==> config.mk <==
export PLATFORM = sky130hd
export DESIGN_NAME = trap_regs
export DESIGN_NICKNAME = d
export VERILOG_FILES = /design/src/rtl/trap_regs_pkg.sv /design/src/rtl/trap_status_core.sv /design/src/rtl/trap_cause_capture.sv /design/src/rtl/trap_irq_sampler.sv /design/src/rtl/trap_regs.sv
export SDC_FILE = /design/constraint.sdc
export NUM_CORES = 1
export LEC_CHECK = 0
export BUFFER_PORTS_ARGS = -buffer_cell sky130_fd_sc_hd__buf_4
export CORE_MARGIN = 1.5
export CORE_UTILIZATION = 45
export DETAILED_ROUTE_END_ITERATION = 16
export GPL_ROUTABILITY_DRIVEN = 0
export PLACE_DENSITY = 0.79
export SYNTH_ARGS = -nofsm -noshare
export SYNTH_HDL_FRONTEND = slang
export SYNTH_SLANG_ARGS = --single-unit
==> constraint.sdc <==
create_clock -name clk -period 2.8 [get_ports clk]
set_clock_uncertainty 0.1 [all_clocks]
set_input_delay 0.56 -clock clk [delete_from_list [all_inputs] [get_ports clk]]
set_output_delay 0.56 -clock clk [all_outputs]
set_load 0.02 [all_outputs]
==> src/rtl/trap_regs_pkg.sv <==
package trap_regs_pkg;
  localparam int REG_W    = 32;
  // Cause layout
  localparam int BD_BIT   = 31;
  localparam int CE_LO    = 28;
  localparam int CE_W     = 2;
  localparam int IP_LO    = 8;
  localparam int CODE_LO  = 2;
  localparam int CODE_W   = 5;
  // Status layout
  localparam int ST_BEV   = 22;
  localparam int ST_TS    = 21;
  localparam int ST_SR    = 20;
  localparam int ST_ERL   = 2;
  localparam int ST_IE    = 0;
  localparam int ST_IM_LO = 8;

  localparam logic [REG_W-1:0] CAUSE_ZERO_BITS = 32'h4FFF_0083;
  localparam logic [REG_W-1:0] STATUS_COLD     =
    (REG_W'(1) << ST_BEV) | (REG_W'(1) << ST_ERL);

  typedef enum logic {SEL_STATUS = 1'b0, SEL_CAUSE = 1'b1} reg_sel_e;
endpackage

==> src/rtl/trap_status_core.sv <==
module trap_status_core
  import trap_regs_pkg::*;
#(
  parameter int W = REG_W
) (
  input  logic         clk,
  input  logic         rst,
  input  logic         reinit_i,
  input  logic         wr_en_i,
  input  logic [W-1:0] wr_data_i,
  input  logic [W-1:0] wr_mask_i,
  output logic [W-1:0] status_q
);
  logic [W-1:0] status_nxt;

  always_comb begin
    status_nxt = status_q;
    if (wr_en_i)
      status_nxt = (status_q & ~wr_mask_i) | (wr_data_i & wr_mask_i);
    // soft reset / NMI override any same-cycle write of these two bits
    if (reinit_i) begin
      status_nxt[ST_SR]  = 1'b1;
      status_nxt[ST_ERL] = 1'b1;
    end
  end

  always_ff @(posedge clk) begin
    if (rst) status_q <= W'(STATUS_COLD);
    else     status_q <= status_nxt;
  end
endmodule

==> src/rtl/trap_cause_capture.sv <==
module trap_cause_capture
  import trap_regs_pkg::*;
#(
  parameter int SW_N  = 2,
  parameter int CODEW = CODE_W,
  parameter int CEW   = CE_W
) (
  input  logic             clk,
  input  logic             rst,
  input  logic             strobe_i,
  input  logic [CODEW-1:0] code_i,
  input  logic             bd_i,
  input  logic [CEW-1:0]   ce_i,
  input  logic             sw_wr_i,
  input  logic [SW_N-1:0]  sw_data_i,
  input  logic [SW_N-1:0]  sw_mask_i,
  output logic [SW_N-1:0]  sw_ip_q,
  output logic [CODEW-1:0] code_q,
  output logic             bd_q,
  output logic [CEW-1:0]   ce_q
);
  logic [SW_N-1:0] sw_nxt;

  always_comb begin
    sw_nxt = sw_ip_q;
    if (sw_wr_i) sw_nxt = (sw_ip_q & ~sw_mask_i) | (sw_data_i & sw_mask_i);
  end

  always_ff @(posedge clk) begin
    if (rst) begin
      sw_ip_q <= '0;
      code_q  <= '0;
      bd_q    <= 1'b0;
      ce_q    <= '0;
    end else begin
      sw_ip_q <= sw_nxt;
      if (strobe_i) begin
        code_q <= code_i;
        bd_q   <= bd_i;
        ce_q   <= ce_i;
      end
    end
  end
endmodule

==> src/rtl/trap_irq_sampler.sv <==
module trap_irq_sampler #(
  parameter int HW_N = 5,
  parameter int SW_N = 2,
  localparam int IP_N = HW_N + SW_N + 1
) (
  input  logic            clk,
  input  logic            rst,
  input  logic            timer_i,
  input  logic [HW_N-1:0] hw_i,
  input  logic [SW_N-1:0] sw_ip_i,
  input  logic [IP_N-1:0] im_i,
  input  logic            ie_i,
  input  logic            erl_i,
  output logic [IP_N-1:0] ip_o,
  output logic            irq_q
);
  logic [HW_N:0]   line_q;
  logic [IP_N-1:0] hit;

  assign ip_o = {line_q, sw_ip_i};

  for (genvar i = 0; i < IP_N; i++) begin : g_hit
    assign hit[i] = ip_o[i] & im_i[i];
  end

  always_ff @(posedge clk) begin
    if (rst) begin
      line_q <= '0;
      irq_q  <= 1'b0;
    end else begin
      line_q <= {timer_i, hw_i};
      irq_q  <= (|hit) & ie_i & ~erl_i;
    end
  end
endmodule

==> src/rtl/trap_regs.sv <==
module trap_regs
  import trap_regs_pkg::*;
#(
  parameter int HW_IRQ_N = 5,
  parameter int SW_IRQ_N = 2,
  localparam int IP_N    = HW_IRQ_N + SW_IRQ_N + 1
) (
  input  logic              clk,
  input  logic              rst,
  input  logic              soft_rst_i,
  input  logic              nmi_i,
  input  logic              exc_strobe_i,
  input  logic [CODE_W-1:0] exc_code_i,
  input  logic              exc_bd_i,
  input  logic [CE_W-1:0]   exc_ce_i,
  input  logic              timer_irq_i,
  input  logic [HW_IRQ_N-1:0] hw_irq_i,
  input  logic              wr_en_i,
  input  logic              wr_sel_i,
  input  logic [REG_W-1:0]  wr_data_i,
  input  logic [REG_W-1:0]  wr_mask_i,
  input  logic              rd_sel_i,
  output logic [REG_W-1:0]  rd_data_o,
  output logic              irq_o
);
  logic [REG_W-1:0]    status_q;
  logic [REG_W-1:0]    cause_word;
  logic [SW_IRQ_N-1:0] sw_ip;
  logic [CODE_W-1:0]   code_q;
  logic                bd_q;
  logic [CE_W-1:0]     ce_q;
  logic [IP_N-1:0]     ip;
  reg_sel_e            rsel;
  reg_sel_e            wsel;

  assign rsel = reg_sel_e'(rd_sel_i);
  assign wsel = reg_sel_e'(wr_sel_i);

  trap_status_core #(.W(REG_W)) u_status (
    .clk       (clk),
    .rst       (rst),
    .reinit_i  (soft_rst_i | nmi_i),
    .wr_en_i   (wr_en_i && wsel == SEL_STATUS),
    .wr_data_i (wr_data_i),
    .wr_mask_i (wr_mask_i),
    .status_q  (status_q)
  );

  trap_cause_capture #(.SW_N(SW_IRQ_N), .CODEW(CODE_W), .CEW(CE_W)) u_cause (
    .clk       (clk),
    .rst       (rst),
    .strobe_i  (exc_strobe_i),
    .code_i    (exc_code_i),
    .bd_i      (exc_bd_i),
    .ce_i      (exc_ce_i),
    .sw_wr_i   (wr_en_i && wsel == SEL_CAUSE),
    .sw_data_i (wr_data_i[IP_LO +: SW_IRQ_N]),
    .sw_mask_i (wr_mask_i[IP_LO +: SW_IRQ_N]),
    .sw_ip_q   (sw_ip),
    .code_q    (code_q),
    .bd_q      (bd_q),
    .ce_q      (ce_q)
  );

  trap_irq_sampler #(.HW_N(HW_IRQ_N), .SW_N(SW_IRQ_N)) u_irq (
    .clk     (clk),
    .rst     (rst),
    .timer_i (timer_irq_i),
    .hw_i    (hw_irq_i),
    .sw_ip_i (sw_ip),
    .im_i    (status_q[ST_IM_LO +: IP_N]),
    .ie_i    (status_q[ST_IE]),
    .erl_i   (status_q[ST_ERL]),
    .ip_o    (ip),
    .irq_q   (irq_o)
  );

  always_comb begin
    cause_word = '0;
    cause_word[BD_BIT]            = bd_q;
    cause_word[CE_LO +: CE_W]     = ce_q;
    cause_word[IP_LO +: IP_N]     = ip;
    cause_word[CODE_LO +: CODE_W] = code_q;
  end

  always_ff @(posedge clk) begin
    if (rst)                    rd_data_o <= '0;
    else if (rsel == SEL_CAUSE) rd_data_o <= cause_word;
    else                        rd_data_o <= status_q;
  end
endmodule

== After elaboration in Yosys (flattened, before gate mapping) ==
Cells that the tools add are included.
Word-level totals
  flip-flop bits (word level): 81
  input bits: 86
  output and inout port bits: 33
  logic and storage cells: 41
Operators by class
  mux-type cells: 3
  bitwise operators: 21
  reductions and logical operators: 6
Operators with widths (count)
  $and A32 B32 Y32: 2
  $mux W32: 1
  $not A32 Y32: 1
  $or A32 B32 Y32: 1
  $mux W21: 1
  $and A1 B1 Y1: 10
  $reduce_or A8 Y1: 1
  $and A2 B2 Y2: 2
  $reduce_or A2 Y1: 2
  $logic_and A1 B1 Y1: 2
  $not A1 Y1: 2
  $not A2 Y2: 1
  $or A2 B2 Y2: 1
  $reduce_bool A2 Y1: 1
  $mux W1: 1
  $or A1 B1 Y1: 1

== Depth between registers and ports, before layout ==
Gate-level depths: netlist (run 1).
  depth in word-level cells: 5
  gate-level depth with buffers: 5
  gate-level depth less buffers: 3

== By module ==
Synthesis (run 1) repeated with hierarchy kept, for this count alone.
Unflattened totals
  cell total of the unflattened synthesis: 282
  area total of the unflattened synthesis: 3000.4 um2
Modules (own cells, without submodules)
  trap_status_core: instances 1, cells each 137, area each 1332.5 um2, sequential area each 640.6 um2
  trap_regs: instances 1, cells each 89, area each 1052.3 um2, sequential area each 640.6 um2
  trap_cause_capture: instances 1, cells each 34, area each 366.6 um2, sequential area each 200.2 um2
  trap_irq_sampler: instances 1, cells each 22, area each 249.0 um2, sequential area each 140.1 um2

== Worst setup path before layout (run 1) ==
OpenSTA, ideal clock, no wires.
  kind: input-to-reg
  from: in rd_sel_i
  to: reg rd_data_o[10]
  setup time: 0.128 ns
  data arrival time: 1.207 ns
  data required time: 2.572 ns
  path slack: 1.365 ns
  stages: 4
  buffers on the path: 2
  path through: buf_2 buf_4 mux2i_1 nor2_1
On the way
  cells in the longest elaborated chain, start to end: 1
RTL lines
  start, declared: line trap_regs.sv:22  | input logic rd_sel_i,
  $mux W32: line trap_regs.sv:88  | else if (rsel == SEL_CAUSE) rd_data_o <= cause_word;
  end signal, assigned: line trap_regs.sv:88
  end signal, assigned: line trap_regs.sv:89  | else rd_data_o <= status_q;
  end, declared: line trap_regs.sv:23  | output logic [REG_W-1:0] rd_data_o,
Every way passes these cells.
A chain may end at the register's enable or synchronous reset.

==> impl_metrics.py, run 1 <==
metrics = {
    "worst_setup_path": {
        "critPathMaxStageDelay_ns": 0.68,
        "timing.critical_path.buf_inv": 1,
        "worstSetupEndpointType": "flop",
        "path_cells": "buf_4, nand2b_1, o21ai_0, a21oi_1",
        "crit_type": "input port to flop",
        "critical_path_slowest_stage_cell": "sky130_fd_sc_hd__nand2b_1",
        "start_kind": "input port",
        "cpLargestDelayFamily": "simple AND/OR/NAND/NOR gates",
        "critical_path.max_fanout": 31,
        "worst_ep_required_time_ns": 2.89,
        "timing.critical_path.arrival_ns": 1.94,
    },
    "timing": {
        "highest_attainable_clock_frequency_ghz": 0.540,
        "final.min_clock_period_ns": 1.85,
        "rsz0062_at_grt": "false",
        "ratio_of_final_minimum_period_to_clock_period": 0.662,
        "tightest_slew_ns": 1.16,
        "fin_tns_setup_ns": 0,
        "slew_violations": 0,
        "whs_ns": 0.338,
        "slew-limit-headroom": 0.227,
        "final_hold_viol_count": 0,
        "setup_violations": 0,
    },
    "die": {
        "die_w_um": 83.1,
        "rows": 28,
        "dieArea_sq_um": 6900,
        "floorplan.core_area_sq_um": 6060,
        "initial_utilization": 0.476,
        "die_h_um": 83.1,
        "ioPinCount": 119,
    },
    "synthesis": {
        "mappedNetlistArea_sq_um": 2890,
        "synth.distinct_cells": 24,
        "syn_nets": 397,
        "yosys.area.top_type_share": 0.562,
        "ys_seq_elements": 81,
        "async_flop_share": 0,
        "yosys-top-cells-area": "sky130_fd_sc_hd__dfxtp_1 56%, sky130_fd_sc_hd__mux2i_1 9.0%, sky130_fd_sc_hd__a21oi_1 5.4%",
        "post_synth_most_frequent_cells": "81 x sky130_fd_sc_hd__dfxtp_1, 31 x sky130_fd_sc_hd__a21oi_1, 31 x sky130_fd_sc_hd__nand3_1, 30 x sky130_fd_sc_hd__inv_1, 27 x sky130_fd_sc_hd__nor2_1",
        "avgSynthCellArea_sq_um": 9.28,
        "dominantRegCellSynth": "sky130_fd_sc_hd__dfxtp_1",
        "count_of_warnings_emitted_by_yosys": 0,
        "synth_seq_area_share": 0.562,
        "synth-edff-count": 0,
        "synth_cells": 311,
        "yosysTopAreaCell": "sky130_fd_sc_hd__dfxtp_1",
        "most_common_cell_in_the_netlist": "sky130_fd_sc_hd__dfxtp_1",
    },
    "route": {
        "remaining_drc_errors": 0,
        "iteration_count_of_the_initial_detailed_routing_pass": 4,
        "wirelength_mm": 6.49,
        "initialDrtViolationCount": 74,
        "via_count": 2462,
        "post_drt_wl_per_cell_um": 12.9,
        "drtAntennaViolNets": 0,
        "drt-vias-per-instance": 4.90,
    },
    "grt": {
        "grt_pass1_vias": 2535,
        "grt_max_degree": 67,
        "grt_antenna_before_repair": 0,
        "overall_routing_resource_usage": 0.193,
        "grt_pass1_wl_mm": 10.9,
        "grt.overflow.total": 0,
    },
    "clock_network": {
        "clock_insertion_delay_at_the_later_pin_of_the_skew_report_ns": 0.33,
        "cts-buffers-inserted": 9,
        "postCtsSetupBuffers": 0,
        "numClockSinks": 81,
        "root_buffer": "sky130_fd_sc_hd__clkbuf_8",
        "cts_tree": "yes",
        "cts-hold-fix-buffers": 0,
        "clock_tree.buffer_depth": 2,
        "cts.htree.levels": 3,
        "worst_setup_hold_path_clk_slew_ns": 0.07,
        "post_cts_resize_count": 0,
    },
    "pwr": {
        "power_per_cell_area_nw_per_um2": 555,
        "total_power_mw": 2.21,
        "irDropWorstVdd_mv": 0.326,
        "leakage_nw": 1.88,
    },
    "placed_design": {
        "placedInstanceArea_sq_um": 3800,
        "io_buffers": 118,
        "dp_hpwl_mm": 4.50,
        "place_inst": 487,
    },
    "cells_and_area": {
        "final_nets": 509,
        "antenna_cells_inserted": 0,
        "final_layout_size_suffix_gt1_frac": 0.319,
        "fin_area_sq_um": 3980,
        "post_synthesis_to_final_layout_area_growth_pct": 38.0,
        "layout_filler_cell_count": 522,
        "final-instance-count-excl-fill": 502,
    },
    "worst_hold_path": {
        "min_path_type": "input port to flop",
    },
    "run": {
        "max_capacitance_violation_count": 0,
    },
    "status": {
        "run_status": "finished clean",
    },
}
cells by family (layout without fill, tap and decap cells):
group           after synthesis  count (layout)  synth area share
compound gates               69              69             0.127
buf+inv                      48             164            0.0690
flops                        81              81             0.562
mux                          26              26            0.0902
simple gates                 87              87             0.152
power breakdown:
group	internal (mW)	switching [mW]
Clock	0.386	0.372
Sequential	1.19	0.0174
Combinational	0.132	0.112
worst paths after layout:
check,to,start,slack [ns],cells past startpoint
min,u_irq.line_q[1],hw_irq_i[1],0.34,2
max reg2reg,u_irq.irq_q,flop,1.73,3
max,flop,wr_sel_i,0.95,4
min reg2reg,rd_data_o[27],flop,0.35,1
worst register-to-register path: cells and delay by family (launching register included):
| kind | cells | cell delay [ns] |
|---|---|---|
| flops | 1 | 0.33 |
| simple gates | 2 | 0.34 |
| compound gates | 1 | 0.20 |
metal layers:
| metal | routed length [um] | share of wire | vias up | GRT usage |
|---|---|---|---|---|
| met2 | 3290 | 0.51 | 83 | 0.359 |
| met4 | 153 | 0.024 | 0 | 0.0894 |
| li1 | - | - | 1263 | - |
| met1 | 2740 | 0.42 | 1103 | 0.210 |
| met3 | 312 | 0.048 | 13 | 0.0348 |
| met5 | 0 | 0 | - | 0 |
cells in the final DEF (no fill, tap or decap), drive strengths merged:
| cell type | instances |
|---|---|
| a22oi | 4 |
| a311oi | 1 |
| nor3 | 1 |
| a311o | 1 |
| a21boi | 1 |
| nand4 | 1 |
| and3 | 1 |
| nand3 | 31 |
| clkinv | 3 |
| mux2i | 26 |
| nor2 | 28 |
| nor2b | 7 |
| dfxtp | 81 |
| buf | 119 |
| nand2b | 1 |
| a21oi | 31 |
| o21ai | 31 |
| inv | 30 |
| nor3b | 1 |
| clkbuf | 12 |
| and2 | 16 |
through the flow:
stage          setup WS, ns   util
6_report              0.948  0.657
5_1_grt               0.794  0.657
4_1_cts               0.939  0.657
3_5_place_dp          0.615  0.627
3_3_place_gp          0.687  0.627
2_1_floorplan          1.37      -
area by class of cell:
class                   instances  area [sq um]  area share
well taps                      75          93.8      0.0236
clock buffers                  12           165      0.0415
multi-input cells             182          1070       0.268
inverters                      30           113      0.0283
clock inverters                 3          15.0     0.00377
flip-flops and latches         81          1620       0.407
repair buffers                119           906       0.228
(Power assumes the default switching activity.)
==> run 2, diff against run 1 <==
--- a/config.mk
+++ b/config.mk
@@ -5,12 +5,13 @@
 export SDC_FILE = /design/constraint.sdc
 export NUM_CORES = 1
 export LEC_CHECK = 0
+export ABC_AREA = 1
 export BUFFER_PORTS_ARGS = -buffer_cell sky130_fd_sc_hd__buf_4
 export CORE_MARGIN = 1.5
 export CORE_UTILIZATION = 45
 export DETAILED_ROUTE_END_ITERATION = 16
 export GPL_ROUTABILITY_DRIVEN = 0
-export PLACE_DENSITY = 0.79
+export PLACE_DENSITY = 0.78
 export SYNTH_ARGS = -nofsm -noshare
 export SYNTH_HDL_FRONTEND = slang
 export SYNTH_SLANG_ARGS = --single-unit
==> constraint.sdc (replaced) <==
create_clock -name clk -period 1.8 [get_ports clk]
set_clock_uncertainty 0.1 [all_clocks]
set_input_delay 0.36 -clock clk [delete_from_list [all_inputs] [get_ports clk]]
set_output_delay 0.36 -clock clk [all_outputs]
set_load 0.02 [all_outputs]
==> run 2 against run 1 <==
First-iteration DRC count up 110%. Sequential cell count did not move. Die area is 0.29% higher. Critical path type is now flop to output pin. Global-route usage is 1.5 points higher.
==> impl_metrics.py, run 2 <==
metrics = {
    "status": {
        "run_status": "finished clean",
    },
    "clock_network": {
        "cts-buffers-inserted": 9,
        "postCtsSetupBuffers": 0,
        "cts_tree": "yes",
        "cts-hold-fix-buffers": 0,
        "clock_tree.buffer_depth": 2,
        "numClockSinks": 81,
        "clock_insertion_delay_at_the_later_pin_of_the_skew_report_ns": 0.34,
        "root_buffer": "sky130_fd_sc_hd__clkbuf_8",
        "post_cts_resize_count": 0,
        "worst_setup_hold_path_clk_slew_ns": 0.08,
        "cts.htree.levels": 3,
    },
    "worst_setup_path": {
        "worst_ep_required_time_ns": 1.34,
        "critPathMaxStageDelay_ns": 0.34,
        "reg2reg_slack_ns": 0.94,
        "timing.critical_path.arrival_ns": 0.82,
        "critical_path_slowest_stage_cell": "sky130_fd_sc_hd__dfxtp_1",
        "worstRegToRegCells": 2,
        "crit_type": "flop to output pin",
        "start_kind": "flop",
        "worstSetupEndpointType": "output pin",
        "timing.critical_path.buf_inv": 1,
        "critical_path.reg2reg.endpoint": "rd_data_o[31]",
        "critical_path.max_fanout": 1,
        "path_cells": "buf_4",
        "cpLargestDelayFamily": "flip-flops",
    },
    "grt": {
        "grt_pass1_vias": 2629,
        "grt_pass1_wl_mm": 11.6,
        "overall_routing_resource_usage": 0.208,
        "grt_antenna_before_repair": 0,
        "grt.overflow.total": 0,
        "grt_max_degree": 37,
    },
    "timing": {
        "ratio_of_final_minimum_period_to_clock_period": 0.713,
        "highest_attainable_clock_frequency_ghz": 0.780,
        "slew_violations": 0,
        "final_hold_viol_count": 0,
        "tightest_slew_ns": 0.397,
        "rsz0062_at_grt": "false",
        "setup_violations": 0,
        "slew-limit-headroom": 0.735,
        "fin_tns_setup_ns": 0,
        "final.min_clock_period_ns": 1.28,
    },
    "route": {
        "iteration_count_of_the_initial_detailed_routing_pass": 4,
        "drt-vias-per-instance": 4.80,
        "post_drt_wl_per_cell_um": 12.1,
        "drtAntennaViolNets": 0,
        "wirelength_mm": 6.96,
        "initialDrtViolationCount": 153,
        "remaining_drc_errors": 0,
        "via_count": 2767,
    },
    "die": {
        "die_w_um": 83.2,
        "floorplan.core_area_sq_um": 6280,
        "die_h_um": 83.2,
        "rows": 29,
        "dieArea_sq_um": 6920,
        "initial_utilization": 0.461,
        "ioPinCount": 119,
    },
    "synthesis": {
        "synth_cells": 377,
        "yosysTopAreaCell": "sky130_fd_sc_hd__dfxtp_1",
        "most_common_cell_in_the_netlist": "sky130_fd_sc_hd__dfxtp_1",
        "avgSynthCellArea_sq_um": 7.68,
        "post_synth_most_frequent_cells": "81 x sky130_fd_sc_hd__dfxtp_1, 79 x sky130_fd_sc_hd__nand2_1, 70 x sky130_fd_sc_hd__nor2_1, 36 x sky130_fd_sc_hd__nand3_1, 34 x sky130_fd_sc_hd__a21oi_1",
        "synth-edff-count": 0,
        "mappedNetlistArea_sq_um": 2890,
        "synth.distinct_cells": 15,
        "yosys.area.top_type_share": 0.560,
        "dominantRegCellSynth": "sky130_fd_sc_hd__dfxtp_1",
        "syn_nets": 463,
        "count_of_warnings_emitted_by_yosys": 0,
        "yosys-top-cells-area": "sky130_fd_sc_hd__dfxtp_1 56%, sky130_fd_sc_hd__nand2_1 10%, sky130_fd_sc_hd__nor2_1 9.1%",
        "ys_seq_elements": 81,
        "async_flop_share": 0,
        "synth_seq_area_share": 0.560,
    },
    "cells_and_area": {
        "layout_common_cells": "123 x sky130_fd_sc_hd__buf_4, 81 x sky130_fd_sc_hd__dfxtp_1, 79 x sky130_fd_sc_hd__nand2_1",
        "post_synthesis_to_final_layout_area_growth_pct": 40.8,
        "final-instance-count-excl-fill": 576,
        "mostFrequentLayoutCell": "sky130_fd_sc_hd__buf_4",
        "final_nets": 580,
        "final_layout_size_suffix_gt1_frac": 0.285,
        "antenna_cells_inserted": 0,
    },
    "pwr": {
        "leakage_nw": 1.84,
        "power_per_cell_area_nw_per_um2": 964,
        "irDropWorstVdd_mv": 0.524,
    },
    "placed_design": {
        "io_buffers": 118,
        "place_inst": 560,
        "dp_hpwl_mm": 5.20,
    },
    "worst_hold_path": {
        "timing.hold.worst_path_depth": 3,
        "min_path_type": "input port to flop",
        "min-delay-start": "hw_irq_i[4]",
        "whs_endpoint": "u_irq.line_q[4]",
    },
    "run": {
        "max_capacitance_violation_count": 0,
    },
}
## run 2: worst max-delay path by stage
stage                  startpoint            end  slack (ns)  cells past startpoint
floorplan                     rst   u_cause.bd_q        0.61                      6
global placement         wr_sel_i           flop        0.46                      5
detailed placement       wr_sel_i           flop        0.39                      6
CTS                  rd_data_o[1]   rd_data_o[1]        0.49                      1
global route         rd_data_o[7]   rd_data_o[7]        0.47                      1
finish              rd_data_o[18]  rd_data_o[18]        0.52                      1
## run 2: final cells by class
class                   count  area [sq um]
well taps                  77          96.3
clock buffers              12           155
inverters                  31           116
multi-input cells         248          1060
clock inverters             4          98.8
repair buffers            123           923
flip-flops and latches     81          1620
fillers                   559          2200
## run 2: routing by layer
layer  up-vias  share of wire  global-route usage
met5         -              0                   0
met4         0          0.021              0.0879
met3        13          0.049              0.0457
met2        84           0.51               0.378
met1      1247           0.42               0.233
li1       1423              -                   -
## run 2: per-stage QoR
stage / setup WS, ns / area [sq um] / util / total power, mW / hold WS, ns
floorplan: 0.607 / 2890 / - / 2.12 / 0.308
global placement: 0.456 / 3820 / 0.609 / 2.34 / 0.316
detailed placement: 0.386 / 3820 / 0.609 / 2.36 / 0.319
CTS: 0.486 / 4080 / 0.649 / 3.95 / 0.122
global route: 0.473 / 4080 / 0.649 / 4.08 / 0.144
finish: 0.517 / 4080 / 0.649 / 3.93 / 0.127
## run 2: report_power, final
group | internal [mW] | total (mW) | switching [mW]
sequential | 1.86 | 1.90 | 0.0338
clock | 1.00 | 1.62 | 0.618
combinational | 0.210 | 0.415 | 0.205
## run 2: logic make-up after synthesis
family	Yosys count	synth area share
simple gates	188	0.264
compound gates	60	0.104
buf+inv	48	0.0722
flops	81	0.560
